`src/rtl/cmdq_pkg.sv`:
```
package cmdq_pkg;
   localparam int ADDR_W = 6;
   localparam int CTRL_W = 6;

   // control bit positions
   localparam int CT_RDEN  = 0;
   localparam int CT_STOPEN = 1;
   localparam int CT_HIIE  = 2;
   localparam int CT_LOIE  = 3;
   localparam int CT_WPINC = 4;
   localparam int CT_STOPIE = 5;
   localparam logic [CTRL_W-1:0] CTRL_RST = 6'b01_0000;

   // status bit positions
   localparam int ST_HI    = 0;
   localparam int ST_LO    = 1;
   localparam int ST_RIDLE = 2;
   localparam int ST_EMPTY = 3;
   localparam int ST_STOP  = 4;

   // word indices (byte offset / 4)
   localparam logic [3:0] W_STAT  = 4'h0;
   localparam logic [3:0] W_CLR   = 4'h1;
   localparam logic [3:0] W_COUNT = 4'hC;
   localparam logic [3:0] W_WPTR  = 4'hD;
   localparam logic [3:0] W_RPTR  = 4'hE;

   // plain config registers
   localparam int N_CFG  = 5;
   localparam int C_BASE = 0;
   localparam int C_END  = 1;
   localparam int C_HI   = 2;
   localparam int C_LO   = 3;
   localparam int C_STOP = 4;

   function automatic logic [3:0] cfg_word(input int g);
      case (g)
         C_BASE:  return 4'h8;
         C_END:   return 4'h9;
         C_HI:    return 4'hA;
         C_LO:    return 4'hB;
         default: return 4'hF;
      endcase
   endfunction

   function automatic logic [31:0] put_half(input logic [31:0] old,
                                            input logic [15:0] d,
                                            input logic upper);
      logic [31:0] r;
      r = old;
      if (upper) r[31:16] = d;
      else       r[15:0]  = d;
      return r;
   endfunction
endpackage

```
`src/rtl/cmdq_half_reg.sv`:
```
module cmdq_half_reg
   import cmdq_pkg::*;
#(
   parameter int W = 32
) (
   input  logic         clk,
   input  logic         rst_n,
   input  logic         wr_lo,
   input  logic         wr_hi,
   input  logic [15:0]  wdata,
   output logic [W-1:0] q
);
   logic [31:0] merged;

   always_comb merged = put_half(32'(q), wdata, wr_hi);

   always_ff @(posedge clk) begin
      if (!rst_n)              q <= '0;
      else if (wr_lo || wr_hi) q <= merged[W-1:0];
   end
endmodule

```
`src/rtl/cmdq_ptr_unit.sv`:
```
module cmdq_ptr_unit
   import cmdq_pkg::*;
#(
   parameter int W    = 32,
   parameter int STEP = 32
) (
   input  logic         clk,
   input  logic         rst_n,
   input  logic         wr_lo,
   input  logic         wr_hi,
   input  logic [15:0]  wdata,
   input  logic         adv,
   input  logic [W-1:0] ring_start,
   input  logic [W-1:0] ring_end,
   output logic [W-1:0] q
);
   localparam logic [W-1:0] STEP_V = W'(STEP);

   logic [31:0]  merged;
   logic [W-1:0] stepped;

   always_comb begin
      merged  = put_half(32'(q), wdata, wr_hi);
      stepped = (q == ring_end) ? ring_start : q + STEP_V;
   end

   // bus write wins over an advance in the same cycle
   always_ff @(posedge clk) begin
      if (!rst_n)              q <= '0;
      else if (wr_lo || wr_hi) q <= merged[W-1:0];
      else if (adv)            q <= stepped;
   end
endmodule

```
`src/rtl/cmdq_level.sv`:
```
module cmdq_level #(
   parameter int W = 32
) (
   input  logic         clk,
   input  logic         rst_n,
   input  logic         inc,
   input  logic         dec,
   input  logic [W-1:0] hi_mark,
   input  logic [W-1:0] lo_mark,
   input  logic         clr_hi,
   input  logic         clr_lo,
   output logic [W-1:0] count,
   output logic         hi_flag,
   output logic         lo_flag
);
   always_ff @(posedge clk) begin
      if (!rst_n) begin
         count   <= '0;
         hi_flag <= 1'b0;
         lo_flag <= 1'b0;
      end else begin
         case ({inc, dec})
            2'b10:   count <= count + 1'b1;
            2'b01:   count <= count - 1'b1;
            default: count <= count;
         endcase
         if (clr_hi)                hi_flag <= 1'b0;
         else if (count > hi_mark)  hi_flag <= 1'b1;
         if (clr_lo)                lo_flag <= 1'b0;
         else if (count < lo_mark)  lo_flag <= 1'b1;
      end
   end
endmodule

```
`src/rtl/cmdq_ptr_ctl.sv`:
```
module cmdq_ptr_ctl
   import cmdq_pkg::*;
#(
   parameter int PTR_W       = 32,
   parameter int ENTRY_BYTES = 32
) (
   input  logic              clk,
   input  logic              rst_n,
   input  logic              reg_we,
   input  logic [ADDR_W-1:0] reg_addr,
   input  logic [15:0]       reg_wdata,
   output logic [15:0]       reg_rdata,
   input  logic              push_i,
   input  logic              pop_i,
   output logic              pop_ok,
   output logic [PTR_W-1:0]  wr_ptr,
   output logic [PTR_W-1:0]  rd_ptr,
   output logic              irq
);
   if (PTR_W < 17 || PTR_W > 32) begin : g_bad_width
      $error("cmdq_ptr_ctl: PTR_W must lie in 17..32");
   end
   if (ENTRY_BYTES < 1 || (ENTRY_BYTES & (ENTRY_BYTES - 1)) != 0) begin : g_bad_entry
      $error("cmdq_ptr_ctl: ENTRY_BYTES must be a power of two");
   end

   logic [3:0]        word;
   logic              upper, wr_hit;
   logic [CTRL_W-1:0] ctrl_q;
   logic [PTR_W-1:0]  cfg_q [N_CFG];
   logic [PTR_W-1:0]  wp_q, rp_q, count_q;
   logic              hi_q, lo_q, stop_q, stall, push_acc, rd_idle;
   logic              ctrl_wr, clr_wr;
   logic [15:0]       status;

   always_comb begin
      word    = reg_addr[5:2];
      upper   = reg_addr[1];
      wr_hit  = reg_we && !reg_addr[0];
      ctrl_wr = wr_hit && word == W_STAT && upper;
      clr_wr  = wr_hit && word == W_CLR && !upper;
   end

   for (genvar g = 0; g < N_CFG; g++) begin : g_cfg
      localparam logic [3:0] IDX = cfg_word(g);
      cmdq_half_reg #(.W(PTR_W)) u_reg (
         .clk   (clk),
         .rst_n (rst_n),
         .wr_lo (wr_hit && word == IDX && !upper),
         .wr_hi (wr_hit && word == IDX && upper),
         .wdata (reg_wdata),
         .q     (cfg_q[g])
      );
   end

   always_comb begin
      stall    = ctrl_q[CT_STOPEN] && (rp_q == cfg_q[C_STOP]);
      push_acc = push_i && ctrl_q[CT_WPINC];
      pop_ok   = pop_i && ctrl_q[CT_RDEN] && !stall && (count_q != '0);
   end

   cmdq_ptr_unit #(.W(PTR_W), .STEP(ENTRY_BYTES)) u_wp (
      .clk        (clk),
      .rst_n      (rst_n),
      .wr_lo      (wr_hit && word == W_WPTR && !upper),
      .wr_hi      (wr_hit && word == W_WPTR && upper),
      .wdata      (reg_wdata),
      .adv        (push_acc),
      .ring_start (cfg_q[C_BASE]),
      .ring_end   (cfg_q[C_END]),
      .q          (wp_q)
   );

   cmdq_ptr_unit #(.W(PTR_W), .STEP(ENTRY_BYTES)) u_rp (
      .clk        (clk),
      .rst_n      (rst_n),
      .wr_lo      (wr_hit && word == W_RPTR && !upper),
      .wr_hi      (wr_hit && word == W_RPTR && upper),
      .wdata      (reg_wdata),
      .adv        (pop_ok),
      .ring_start (cfg_q[C_BASE]),
      .ring_end   (cfg_q[C_END]),
      .q          (rp_q)
   );

   cmdq_level #(.W(PTR_W)) u_level (
      .clk     (clk),
      .rst_n   (rst_n),
      .inc     (push_acc),
      .dec     (pop_ok),
      .hi_mark (cfg_q[C_HI]),
      .lo_mark (cfg_q[C_LO]),
      .clr_hi  (clr_wr && reg_wdata[0]),
      .clr_lo  (clr_wr && reg_wdata[1]),
      .count   (count_q),
      .hi_flag (hi_q),
      .lo_flag (lo_q)
   );

   always_ff @(posedge clk) begin
      if (!rst_n) begin
         ctrl_q <= CTRL_RST;
         stop_q <= 1'b0;
      end else begin
         if (ctrl_wr) ctrl_q <= reg_wdata[CTRL_W-1:0];
         if (ctrl_wr && !reg_wdata[CT_STOPEN]) stop_q <= 1'b0;
         else if (stall)                       stop_q <= 1'b1;
      end
   end

   always_comb begin
      rd_idle = !ctrl_q[CT_RDEN] || stall || (count_q == '0);
      status  = '0;
      status[ST_HI]    = hi_q;
      status[ST_LO]    = lo_q;
      status[ST_RIDLE] = rd_idle;
      status[ST_EMPTY] = (count_q == '0);
      status[ST_STOP]  = stop_q;
   end

   always_comb begin
      logic [31:0] sel;
      sel       = '0;
      reg_rdata = '0;
      case (word)
         W_STAT:  reg_rdata = upper ? 16'(ctrl_q) : status;
         W_COUNT: sel = 32'(count_q);
         W_WPTR:  sel = 32'(wp_q);
         W_RPTR:  sel = 32'(rp_q);
         default: begin
            for (int g = 0; g < N_CFG; g++)
               if (word == cfg_word(g)) sel = 32'(cfg_q[g]);
         end
      endcase
      if (word >= 4'h8) reg_rdata = upper ? sel[31:16] : sel[15:0];
   end

   always_comb begin
      irq = (hi_q && ctrl_q[CT_HIIE]) || (lo_q && ctrl_q[CT_LOIE]) ||
            (stop_q && ctrl_q[CT_STOPIE]);
      wr_ptr = wp_q;
      rd_ptr = rp_q;
   end
endmodule

```
`config.mk`:
```
export PLATFORM = sky130hd
export DESIGN_NAME = cmdq_ptr_ctl
export DESIGN_NICKNAME = d
export VERILOG_FILES = /design/src/rtl/cmdq_pkg.sv /design/src/rtl/cmdq_half_reg.sv /design/src/rtl/cmdq_ptr_unit.sv /design/src/rtl/cmdq_level.sv /design/src/rtl/cmdq_ptr_ctl.sv
export SDC_FILE = /design/constraint.sdc
export NUM_CORES = 1
export LEC_CHECK = 0
export BUFFER_PORTS_ARGS = -buffer_cell sky130_fd_sc_hd__buf_2
export CORE_ASPECT_RATIO = 2
export CORE_MARGIN = 10
export CORE_UTILIZATION = 60
export DETAILED_ROUTE_END_ITERATION = 10
export GPL_ROUTABILITY_DRIVEN = 1
export PLACE_DENSITY = 0.83
export REMOVE_ABC_BUFFERS = 1
export SYNTH_ARGS = -nofsm -noshare
export SYNTH_HDL_FRONTEND = slang
export SYNTH_SLANG_ARGS = --single-unit
```
`constraint.sdc`:
```
create_clock -name clk -period 5.7 [get_ports clk]
set_input_delay 0.57 -clock clk [delete_from_list [all_inputs] [get_ports clk]]
set_output_delay 0.57 -clock clk [all_outputs]
set_load 0.1 [all_outputs]
```
==> out/results.txt, run 1 <==
The run finished with clean final reports. The detail route stage leaves a number of antenna-violating nets equal to 0. Counting cells, the worst reg-to-reg path comes to 18.

The final layout net count is 2503, and the worst hold-check slack is 0.3913 ns. In this run the tool buffered the top-level ports with 108 buffer cells. In the synthesized netlist the dominant register cell turns out to be dfxtp_1.

The cell area after synthesis was 0.01774 mm2. Summed over all layers, the global routing overflow is 0. The maximum fanout along the worst path was 28. The tools report the end of the worst register-to-register path as u_level.count[30].

For the standard cell core area, the log shows 0.02940 mm2. The tools report the capturing element of the worst setup path as u_level.count[30]. A synthesized cell averages 7.495 um2. Via count: 19270. At the pin with the least slew margin, the transition time is 1.247 ns. Setup repair after global routing left no endpoint under its margin. On the final layout, the worst clock skew is 0.01594 ns. The global-route total usage across every layer is 0.4101. Adder-cell share of the synthesized area: 0.06884.

The routability-driven placement congestion ratio came out at 1.056. 109 I/O pins were placed. Counting instances, the worst hold path has a depth of 3. For the initial antenna violation count, the log shows 2. The critical path launch point was u_rp.q[3]. The clock transition at the register clock pins on the worst setup and hold paths after CTS is 0.07 ns. In this run the power spent charging and discharging nets is 1.419 mW. The worst path in the final design needs a cycle of 5.607 ns, including I/O delays and setup. The number of core rows was 89.

The post-synthesis async set-or-reset flop share is 0, and the final worst setup slack is 0.09350 ns. Relative to the synthesized area, the layout overhead comes to 9.754%. Clock root buffer master: clkbuf_16.

The later pin in the worst-skew pair is clocked with a latency of 0.57 ns. Area fraction in compound gates after synthesis: 0.2371. The number of synthesized flops with an enable pin is 0.

The number of hold buffers added after cts is 0. The run gives 2577 as the fill cell total of the finished layout. The number of buffers inserted during clock tree synthesis is 26. The final cell count without fillers was 2764; the width of the die was 141.6 um.

The kind of end point of the critical path was a register. Fmax: 178.4 MHz. Once detailed placement completed, the half-perimeter wirelength came to 58300 um. STA classifies the critical path startpoint as a register. The class of the tightest hold or removal check was in2reg. The run gives 7.899 nW as the total leakage power. Worst reg2reg path startpoint: u_rp.q[3]. Counting distinct cell types in the post-synthesis netlist gives 76. For the worst-case headroom to the max-slew limit, the log shows 0.1677. Area of the die: 0.03726 mm2. The run gives 0.6034 as the starting density of the core. For this run, the number of Yosys warnings is 0. The tools report the combinational power share as 0.144.

Largest family of logic cells by synthesized area: compound AO/OA/AOI/OAI gates. The worst-case IR drop observed on VDD is 286.2 uV. Cell taking the most area after synthesis: dfxtp_1. The leading cell type by number of instances after synthesis was nand2_1.

OpenSTA, run right after detailed placement, puts the worst setup slack at 0.5291 ns. The required time of the critical path is 6.17 ns, and the layout cell share with drive strength beyond 1 is 0.1063. For this design, the sink count on the clock tree is 265. The critical path is of the reg2reg type. The portion of netlist area occupied by mux cells was 0.04218.

The area share of the largest cell type after synthesis was 0.2991. The final setup TNS was 0 ns. The run gives 0 as the final count of negative-setup-slack endpoints. Power after layout: 4.687 mW.

The run gives 1 as the total number of H-tree levels. The logs give 0 for the max-slew violation count and 0.416 for the proportion of power drawn by flip-flops and latches. For the clock group share of total power, the log shows 0.440. The first routing iteration left 2402 violations. For the arrival time reported for the critical path endpoint, the log shows 6.07 ns. The share of the core filled with cells in the final layout is 0.6623, and the residual DRC count is 0. The average vias per placed instance was 6.973; the post-synthesis sequential area ratio was 0.2991.

The internal cell power was 3.268 mW; the count of maximum capacitance violations was 0. The share of synthesized cell area in and, or, nand and nor gates is 0.2055, and the maximum number of pins on one net before global-route repair is 99. Instance count after placement with tap cells included: 2715.

The gate count after technology mapping came out at 2367. TritonCTS built the clock tree. The vertical die dimension was 263.2 um.

After clock tree synthesis, the repair step resized 0 gates. The pre-antenna-repair detailed-routing pass consisted of 8 iterations. Portion of the clock cycle consumed by the worst path in the final layout: 0.9836. The worst reg-to-reg setup slack was 0.09 ns.

The power per cell area is 240.7 mW/mm2, and the number of buffers on the longest clock path is 3. Switching part of the total: 0.3028. The flip-flop and latch count after synthesis is 265. The number of global-route vias before repair was 18440. Summing all non-filler instances in the final layout gives an area of 0.01947 mm2. After detailed routing, the average wire length per cell comes to 28.96 um. The first global-routing pass estimated 116700 um of wire. In this run the cell area measured after placement is 0.01846 mm2. Ranked by instance count, the synthesized netlist is headed by nand2_1, dfxtp_1, a21oi_1. Wires add up to 80040 um. Post-CTS timing repair inserted 0 buffers for setup. Yosys attributes the largest share of cell area to dfxtp_1, nand2_1, ha_1.

The tools report the number of hold-slack violations in the final timing report as 0. The xor and xnor area share after synthesis works out to 0.08591.
## power groups by stage
stage	Combinational (mW)	Sequential, mW	Clock [mW]
after floorplan	0.304	2.08	0
after global placement	0.645	1.99	0
after detailed placement	0.651	1.99	0
after CTS	0.654	1.94	2.05
after global routing	0.700	1.95	2.12
final	0.674	1.95	2.06
## final cells by class
type	count	area, um2	share of cell area
clock inverters	11	220.2	0.01131
well taps	364	455.4	0.02339
diodes	1	2.502	0.0001285
repair buffers	166	978.4	0.05025
flip-flops and latches	265	5305	0.2725
clock buffers	37	783.3	0.04023
inverters	85	321.6	0.01652
multi-input cells	1835	11400	0.5857
## sequential cells by signal, summed over array words and instances (netlist names)
signal / cells
ctrl_q: 6
u_level.lo_flag: 1
u_wp.q: 32
stop_q: 1
g_cfg.u_reg.q: 160
u_level.hi_flag: 1
u_rp.q: 32
u_level.count: 32
## cells in the final DEF (no fill, tap or decap), types with 6 or more instances in the layout
cell type,netlist,layout
nor2_1,118,113
a222oi_1,21,21
bufinv_16,0,6
clkbuf_8,0,7
dfxtp_1,265,265
nand2_1,503,503
clkbuf_16,0,27
nand2b_1,12,12
o211a_1,14,14
and3_1,11,11
a21oi_1,231,231
nor4_1,30,30
a211oi_1,22,22
a221oi_1,16,16
nor3_1,17,12
a22oi_1,23,23
o211ai_1,33,33
a21o_1,23,23
nand3_1,44,44
a41oi_1,7,7
a31oi_1,17,17
inv_1,84,84
and2_1,17,17
xnor2_1,73,73
nand4_1,47,47
o21ai_0,134,134
buf_2,34,107
ha_1,96,96
nor2b_1,15,13
o21a_1,10,10
a21boi_0,52,52
buf_4,2,59
xor2_1,101,101
mux2i_1,62,62
o22ai_1,11,11
## worst max-delay path: stages, from the launching register on
cell       delay [ns]
dfxtp_1          0.44
xor2_1           0.84
nor4_1           0.15
nand4_1          0.24
nor3_2           0.10
nor3b_1          0.29
and2_4           0.27
ha_1             0.31
buf_4            0.37
ha_1             0.35
a21oi_1          0.29
inv_1            0.12
o2111ai_1        0.53
nand4_1          0.30
a41oi_1          0.38
o31ai_1          0.13
xnor2_1          0.14
o21ai_0          0.08
and2_1           0.17
## kinds of logic after synthesis
group                    after synthesis
XOR/XNOR                             174
AO/OA/AOI/OAI                        661
AND/OR/NAND/NOR                      835
buffers and inverters                267
adder cells (fa/ha/maj)               97
multiplexers                          68
flip-flops                           265
## worst min path at each step
| stage | endpoint | slack, ns | start |
|---|---|---|---|
| final | g_cfg[3].u_reg.q[15] | 0.39 | reg_wdata[15] |
| after global routing | g_cfg[4].u_reg.q[31] | 0.42 | reg_wdata[15] |
| after CTS | g_cfg[3].u_reg.q[15] | 0.38 | reg_wdata[15] |
| after detailed placement | g_cfg[3].u_reg.q[8] | 0.45 | g_cfg[3].u_reg.q[8] |
| after global placement | g_cfg[3].u_reg.q[5] | 0.44 | g_cfg[3].u_reg.q[5] |
| after floorplan | g_cfg[3].u_reg.q[29] | 0.44 | g_cfg[3].u_reg.q[29] |
## per-layer routing
layer	wire (um)	part of all wire	vias up	GRT usage
met5	34	0.00042	-	0
met3	7920	0.099	458	0.07608
met1	26000	0.32	9097	0.4457
met2	37620	0.47	1397	0.6657
li1	-	-	8317	-
met4	8466	0.11	4	0.3537
No activity file was read; power rests on OpenSTA's default activity.
==> run 2: changes to the inputs <==
- CORE_MARGIN: 10 -> default
==> run 2 against run 1 <==
Cell area shrank 0.12%. Global-route usage grew 11 points. Register-to-register slack gained 0.15 ns. Utilization grew 0.93 points. Critical path type unchanged. Highest routed layer unchanged.
==> out/results.txt, run 2 (same netlist as run 1, synthesis figures left out) <==
The logs give 0.02896 mm2 for the standard cell core area and 56570 um for the sum of net half-perimeters after detailed placement. For the proportion of power drawn by flip-flops and latches, the log shows 0.422. The kind of end point of the critical path was a register. The count of maximum capacitance violations was 0; the first-pass GRT wire length was 115300 um.

Register with the most flip-flops: g_cfg.u_reg.q. Leaving out fill and tap cells, the most frequent cells in the layout are nand2_1, dfxtp_1, a21oi_1. The starting density of the core was 0.6126; the average vias per placed instance was 6.921.

TritonCTS built the clock tree. At the pin with the least slew margin, the transition time is 1.393 ns. The portion of the clock cycle consumed by the worst path in the final layout was 0.9580. The worst setup path is launched from a register. The run gives 5 as the initial antenna violation count. The initialized floorplan defines 88 standard-cell rows. In this run the clock root is driven by a clkbuf_16. Clock-pin slew was measured on the worst setup and hold paths at 0.07 ns. Entering global routing, the biggest net connects 73 pins.

CTS sink count: 265. Measured along the y axis, the die boundary spans 245.2 um. From synthesis to final layout, the design area changed by 9.628%. For the residual DRC count, the log shows 0.

Setup repair after global routing left no endpoint under its margin. The combinational power share came out at 0.145. The critical path is of the reg2reg type. For the number of hold-slack violations in the final timing report, the log shows 0. The worst-case headroom to the max-slew limit is 0.07012. The leading cell type in the layout, fill and taps excluded was nand2_1.

For the final routed database, the setup TNS stands at 0 ns. Traced cell by cell, the critical path runs through xor2_1 -> nor3_2 -> nand3_1 -> nor3_2 -> nor3b_1 -> and2_4 -> ha_1 -> buf_4 -> ha_1 -> a21oi_1 -> inv_1 -> o2111ai_1 -> nand4_1 -> a41oi_1 -> o31ai_1 -> xnor2_1 -> o21ai_0 -> and2_1. Dividing the detail-routed wire length by the instance count gives 28.46 um. The switching part of the total is 0.3062.

The highest-delay cell along the critical path is nor3_2. The analysis attributes to net switching a power of 1.415 mW. The run gives 5.92 ns as the arrival time reported for the critical path endpoint. The pre-antenna-repair detailed-routing pass consisted of 10 iterations.

For this run, the top clock speed supported by timing is 183.1 MHz. The internal portion of the total power is 3.206 mW. Total leakage power: 7.887 nW. The congestion estimate from routability-driven global placement came to 1.013.

The path class of the tightest hold or removal check is in2reg. The post-detailed-routing wire length was 78580 um. The tools report the power after layout as 4.621 mW. In this run the remaining antenna-violating nets after routing total 0. The clock group share of total power is 0.433, and the number of flip-flops in the largest register is 160. The final count of negative-setup-slack endpoints is 0, and the power per cell area is 237.6 mW/mm2. Maximum fanout along the worst path: 28. Required time of the critical path: 6.16 ns.

The number of buffers inserted during clock tree synthesis is 26, and the max-slew violation count is 0. The post-route clock skew was 0.01881 ns; the shortest period the worst path allows was 5.461 ns. The area of the die was 0.03030 mm2; the number of buffers on the longest clock path was 3. The global-route total usage across every layer is 0.5240, and the clock latency reported for the late side of the worst-skew pair is 0.58 ns. The number of global-route vias before repair was 18460; the total of buffers placed on input and output ports was 108. After global routing the overflow that remains totals 0.

The total number of H-tree levels was 1; the delay contributed by the slowest stage of the critical path was 0.59 ns. The logs give 2371 for the number of DRC markers after the initial detailed-route iteration and 2503 for the final layout net count. The layout cell share with drive strength beyond 1 was 0.1067; the number of top-level pins was 109.

The via count came out at 19110. In this run the horizontal extent of the chip is 123.6 um. VDD sags by at most 232.8 uV. The flow ran to the end, and the final reports show no timing, DRC or antenna violations.
==> run 2: cell types whose count changed in the layout (fill, tap and decap cells not counted), sizes merged <==
cell | previous run | this run
diode | 1 | 2
clkinvlp | 0 | 1
bufinv | 6 | 5
clkinv | 4 | 6
clkbuf | 37 | 36
buf | 166 | 165
==> run 2: area by class of cell <==
type                    instances  area [um2]
fillers                      2568        9510
flip-flops and latches        265        5305
repair buffers                166       996.0
well taps                     360       450.4
inverters                      85       321.6
diodes                          2       5.005
clock buffers                  35       765.7
clock inverters                13       200.2
multi-input cells            1835       11400
==> run 2: worst max-delay path: cells and delay by family (launching register included) <==
kind / cells / cell delay [ns]
compound gates: 5 / 1.46
buf+inv: 2 / 0.39
fa+ha+maj: 2 / 0.68
simple gates: 7 / 1.80
xor+xnor: 2 / 0.44
flops: 1 / 0.57
==> run 2: power groups by stage <==
| stage | Sequential, mW | Combinational [mW] | Clock, mW |
|---|---|---|---|
| after CTS | 1.94 | 0.641 | 1.98 |
| final | 1.95 | 0.671 | 2.00 |
| after floorplan | 2.08 | 0.304 | 0 |
| after detailed placement | 1.99 | 0.639 | 0 |
| after global routing | 1.95 | 0.701 | 2.05 |
| after global placement | 1.98 | 0.633 | 0 |
==> run 2: layer usage <==
metal | routed length (um) | part of all wire | vias up | global-route usage
met1 | 25470 | 0.32 | 8900 | 0.5414
li1 | - | - | 8318 | -
met2 | 35320 | 0.45 | 1386 | 0.7969
met4 | 8762 | 0.11 | 6 | 0.4968
met3 | 9001 | 0.11 | 498 | 0.1961
met5 | 32 | 0.00041 | - | 0
==> run 2: metrics by stage <==
step	hold slack [ns]	worst slack, ns	util	std cells	instance area, um2
2_1_floorplan	0.4363	0.6469	-	2185	16970
3_3_place_gp	0.4449	0.7899	0.6368	2710	18440
3_5_place_dp	0.4517	0.6868	0.6368	2710	18440
4_1_cts	0.3666	0.6431	0.6702	2758	19410
5_1_grt	0.3837	0.07570	0.6714	2759	19440
6_report	0.3802	0.2391	0.6716	2761	19450
==> run 2: path summary, 6_finish.rpt <==
path / startpoint / to / slack [ns] / cells past startpoint
max: u_rp.q[4] / u_level.count[30] / 0.24 / 18
min: reg_wdata[14] / g_cfg[3].u_reg.q[14] / 0.38 / 3
max reg2reg: u_rp.q[4] / u_level.count[30] / 0.24 / 18
min reg2reg: g_cfg[3].u_reg.q[9] / g_cfg[3].u_reg.q[9] / 0.47 / 2
==> run 2: timing repair <==
| action | in CTS | in global routing |
|---|---|---|
| hold endpoints to repair | 0 | 0 |
| setup buffers | 0 | 0 |
| gates resized for setup | 0 | 1 |
| setup endpoints to repair | 0 | 4 |
| hold buffers | 0 | 0 |
